### src/rtl/lsm_pkg.sv
// Package: shared helpers for the self-loop liveness monitor.
// Assumes: callers pass non-negative counts.
package lsm_pkg;

    // Port width for a group that may be empty: never below one bit.
    function automatic int port_w(input int n);
        return (n > 0) ? n : 1;
    endfunction

endpackage

### src/rtl/lsm_state_match.sv
// Module: lsm_state_match
// Purpose: reports whether two state vectors agree on every bit, built as a
//          chain of per-bit XNOR terms folded with AND.
// Assumes: WIDTH >= 1.
module lsm_state_match #(
    parameter int WIDTH = 8
) (
    input  logic [WIDTH-1:0] a_vec,
    input  logic [WIDTH-1:0] b_vec,
    output logic             same
);

    logic [WIDTH:0] chain;

    assign chain[0] = 1'b1;

    // One XNOR-and-AND stage per state bit.
    for (genvar i = 0; i < WIDTH; i++) begin : g_bit
        assign chain[i+1] = chain[i] & ~(a_vec[i] ^ b_vec[i]);
    end

    assign same = chain[WIDTH];

    // Guard: a claimed match must mean the vectors are equal as whole words.
    always_comb begin
        p_match_exact_r1: assert (!same || (a_vec == b_vec));
    end

endmodule

### src/rtl/lsm_all_true.sv
// Module: lsm_all_true
// Purpose: ANDs a group of property bits; an empty group yields constant 1.
// Assumes: COUNT >= 0; with COUNT = 0 the single input bit is ignored.
module lsm_all_true
    import lsm_pkg::*;
#(
    parameter int COUNT = 2,
    localparam int PW   = port_w(COUNT)
) (
    input  logic [PW-1:0] bits,
    output logic          all_set
);

    if (COUNT == 0) begin : g_empty
        logic unused_bits;
        // Empty group: term is the identity of AND.
        assign unused_bits = ^bits;
        assign all_set     = 1'b1;
    end else begin : g_group
        logic [COUNT:0] acc;
        assign acc[0] = 1'b1;
        // One AND stage per property bit.
        for (genvar i = 0; i < COUNT; i++) begin : g_stage
            assign acc[i+1] = acc[i] & bits[i];
        end
        assign all_set = acc[COUNT];

        // Guard: a true result needs no zero among the used bits.
        always_comb begin
            p_group_all_ones_r3: assert (!all_set || (bits[COUNT-1:0] == {COUNT{1'b1}}));
        end
    end

endmodule

### src/rtl/self_loop_monitor.sv
// Module: self_loop_monitor (top)
// Purpose: flags a self-loop of length one in which every fairness condition
//          holds and some liveness condition fails.
// Assumes: STATE_W >= 1; NUM_LIVE and NUM_FAIR may be 0. Purely combinational:
//          no clock, no reset, no storage.
module self_loop_monitor
    import lsm_pkg::*;
#(
    parameter int STATE_W  = 8,
    parameter int NUM_LIVE = 3,
    parameter int NUM_FAIR = 2,
    localparam int LW      = port_w(NUM_LIVE),
    localparam int FW      = port_w(NUM_FAIR)
) (
    input  logic [STATE_W-1:0] cur_state,
    input  logic [STATE_W-1:0] nxt_state,
    input  logic               save,
    input  logic [LW-1:0]      live_in,
    input  logic [FW-1:0]      fair_in,
    output logic               violation
);

    logic states_equal;
    logic loop_closed;
    logic live_ok;
    logic fair_ok;

    lsm_state_match #(.WIDTH(STATE_W)) u_match (
        .a_vec (cur_state),
        .b_vec (nxt_state),
        .same  (states_equal)
    );

    lsm_all_true #(.COUNT(NUM_LIVE)) u_live (
        .bits    (live_in),
        .all_set (live_ok)
    );

    lsm_all_true #(.COUNT(NUM_FAIR)) u_fair (
        .bits    (fair_in),
        .all_set (fair_ok)
    );

    // Loop point: strobe taken while the state maps onto itself.
    assign loop_closed = save & states_equal;

    // Counterexample: fair loop in which liveness is not met.
    assign violation = loop_closed & fair_ok & ~live_ok;

    // Port-level guards relating the output to the raw inputs.
    always_comb begin
        p_no_flag_without_save_r2: assert (!violation || save);
        p_no_flag_on_mismatch_r1:  assert (!violation || (cur_state == nxt_state));
        if (NUM_LIVE == 0) begin
            p_empty_live_silent_r6: assert (!violation);
        end
        if (NUM_LIVE > 0) begin
            p_full_live_silent_r4: assert (!(violation && (&live_in)));
        end
        if (NUM_FAIR > 0) begin
            p_fair_needed_r3: assert (!violation || (&fair_in));
        end
    end

endmodule

### config.mk
export PLATFORM = sky130hd
export DESIGN_NAME = self_loop_monitor
export DESIGN_NICKNAME = d
export VERILOG_FILES = /design/src/rtl/lsm_pkg.sv /design/src/rtl/lsm_state_match.sv /design/src/rtl/lsm_all_true.sv /design/src/rtl/self_loop_monitor.sv
export SDC_FILE = /design/constraint.sdc
export NUM_CORES = 1
export LEC_CHECK = 0
export ABC_CLOCK_PERIOD_IN_PS = 800
export BUFFER_PORTS_ARGS = -buffer_cell sky130_fd_sc_hd__buf_2
export CAP_MARGIN = 0
export CORE_AREA = 8 8 45 47
export DETAILED_ROUTE_END_ITERATION = 10
export DIE_AREA = 0 0 53 55
export GPL_TIMING_DRIVEN = 1
export PLACE_DENSITY = 0.34
export SYNTH_ARGS = -nofsm -noshare
export SYNTH_HDL_FRONTEND = slang
export SYNTH_HIERARCHICAL = 1
export SYNTH_SLANG_ARGS = --single-unit
### constraint.sdc
create_clock -name vclk -period 0.8
set_input_delay 0.04 -clock vclk [all_inputs]
set_output_delay 0.04 -clock vclk [all_outputs]
set_load 0.05 [all_outputs]
==> summary.md <==
| Metric | Value |
|---|---|
| Reg power frac | 0 |
| Startpoint types | input port |
| Ys Warns | 6 |
| Synth Area per Inst | 7.78 sq um |
| Post-Syn Instances | 14 |
| Net Sw Frac | 0.282 |
| Worst-Margin Slew | 0.125 ns |
| Combinational group share of total power | 1.000 |
| DP Cell Count | 53 |
| Slew Viols, Final | 0 |
| Final ANT Viol Nets | 0 |
| Worst EP arrival | 0.88 ns |
| Synthesized cell area | ~110 sq um |
| Fmax | 1080 MHz |
| Rows | 14 |
| Fin cells | 53 |
| Core region area | about 1400 sq um |
| P&R area growth vs syn | 228% |
| Die W | around 53 um |
| Setup violators final | 1 |
| Maxcap violations | 0 |
| Worst rel slew slack | 0.916 |
| Final setup margin | -0.125 ns |
| Sequential area share after synthesis | 0 |
| Final Hold Violating Endpoints | 0 |
| Final Cycle Share | 1.16 |
| Initial DRC count | 1 |
| Int Power | 0.114 mW |
| DRC violations left | 0 |
| Worst Hold Class | input port to primary output |
| Area post-placement | 245 sq um |
| First drt pass iteration count | 2 |
| GP Congestion | 0.632 |
| CP cell instances | buf_6 -> xnor2_2 -> nand4_1 -> nor2_1 -> and4b_2 -> buf_8 |
| Leak pwr | 0.179 nW |
| # diodes | 0 |
| Post-route minimum period | between 0.9 and 1 ns |
| Worst Path Required | 0.76 ns |
| Die span in y | 55 um |
| Overflow after GRT | 0 |
| Failing checks | setup timing |
| WL/cell | 11.2 um |
| First-pass GRT wire length | 890 um |
| Crit Path Max Fanout | 1 |
| WS Path Type | input port to primary output |
| Boundary Pins | 23 |
| Vias in the first global route | 259 |
| Starting Density | 0.0787 |
| PortBufs | 23 |
| Syn nets | 36 |
| RSZ-0062 raised after global routing | yes |
| Outcome | complete, but fails checks |
| Final nets | 61 |
| Setup WS pre-CTS | -0.246 ns |
| Clock buffers | 0 |
| Clk network pwr share | 0 |
| Die area | a little under 3000 sq um |
| Yosys cell types | 6 |
| Switch Pwr | 0.0450 mW |
| Via Count | roughly 190 |
| Maximum vdd drop | 0.000127 V |
| Crit. End Element | primary output |
| Largest net degree at the start of global routing | 2 |
| Vias per cell | 3.62 |
| CP max stage delay | 0.25 ns |
| Slowest-stage cell, CP | and4b_2 |
| Share of cells above drive strength 1 | 0.811 |
| Seq Cell Count | 0 |
| Reg area | 0 sq um |
| Initial antenna violation count | 0 |
| Post-Route WL | 595 um |
| Final design area excluding fillers | 357 sq um |
| GRT Total Usage | 0.0376 |
| P per Cell Area | approximately 450 nW/um^2 |
## synthesized netlist by cell type
master	n	share of area
nor2_1	1	0.034
xnor2_1	8	0.64
and3_1	1	0.058
nand4_1	2	0.11
and2_1	1	0.058
and4b_1	1	0.092
## logic make-up after synthesis
kind of cell  after synthesis  synth area share
xor+xnor                    8             0.644
simple gates                6             0.356
## worst max-delay path, delay by kind of cell
family                 cells  cell delay [ns]
AND/OR/NAND/NOR            3             0.47
XOR/XNOR                   1             0.13
buffers and inverters      2             0.25
## power by group through the flow
stage / Sequential [mW] / Clock, mW / Combinational (mW)
after floorplan: 0 / 0 / 0.0418
after global placement: 0 / 0 / 0.104
after detailed placement: 0 / 0 / 0.104
after CTS: 0 / 0 / 0.133
after global routing: 0 / 0 / 0.171
final: 0 / 0 / 0.159
## per-stage QoR
stage                      util  hold slack [ns]  power, mW  TNS, ns
after floorplan               -            0.409     0.0418        0
after global placement    0.177            0.601      0.104   -0.243
after detailed placement  0.177            0.604      0.104   -0.246
after CTS                 0.223            0.546      0.133   -0.133
after global routing      0.258            0.563      0.171   -0.188
final                     0.258            0.539      0.159   -0.125
## path summary, 6_finish.rpt
kind	to	slack, ns	depth (start not counted)	startpoint
worst max-delay path	violation	-0.12	6	cur_state[1]
worst min-delay path	violation	0.54	3	save
## per-layer routing
layer  track usage  vias up  part of all wire
li1              -       95                 -
met1        0.0422       75              0.35
met3        0.0401        0              0.27
met5             0        -                 0
met4             0        0                 0
met2        0.0508       22              0.38
## final cells by class
type	instances	area [sq um]
fillers	145	1030
multi-input cells	14	155
repair buffers	23	181
well taps	16	20.0
## repair_timing
item                                    4_1_cts  5_1_grt
hold buffers                                  0        0
buffers inserted                              0        0
endpoints found under the setup margin        1        1
pin swaps                                    10        7
resized for setup                            11        7
## cells in the final DEF (no fill, tap or decap)
cell type   n
buf_2      13
buf_6       9
xnor2_2     6
xnor2_1     2
nand4_1     2
and4b_2     1
buf_8       1
and2_1      1
and3_1      1
nor2_1      1
Power figures use the tool's default switching activity.
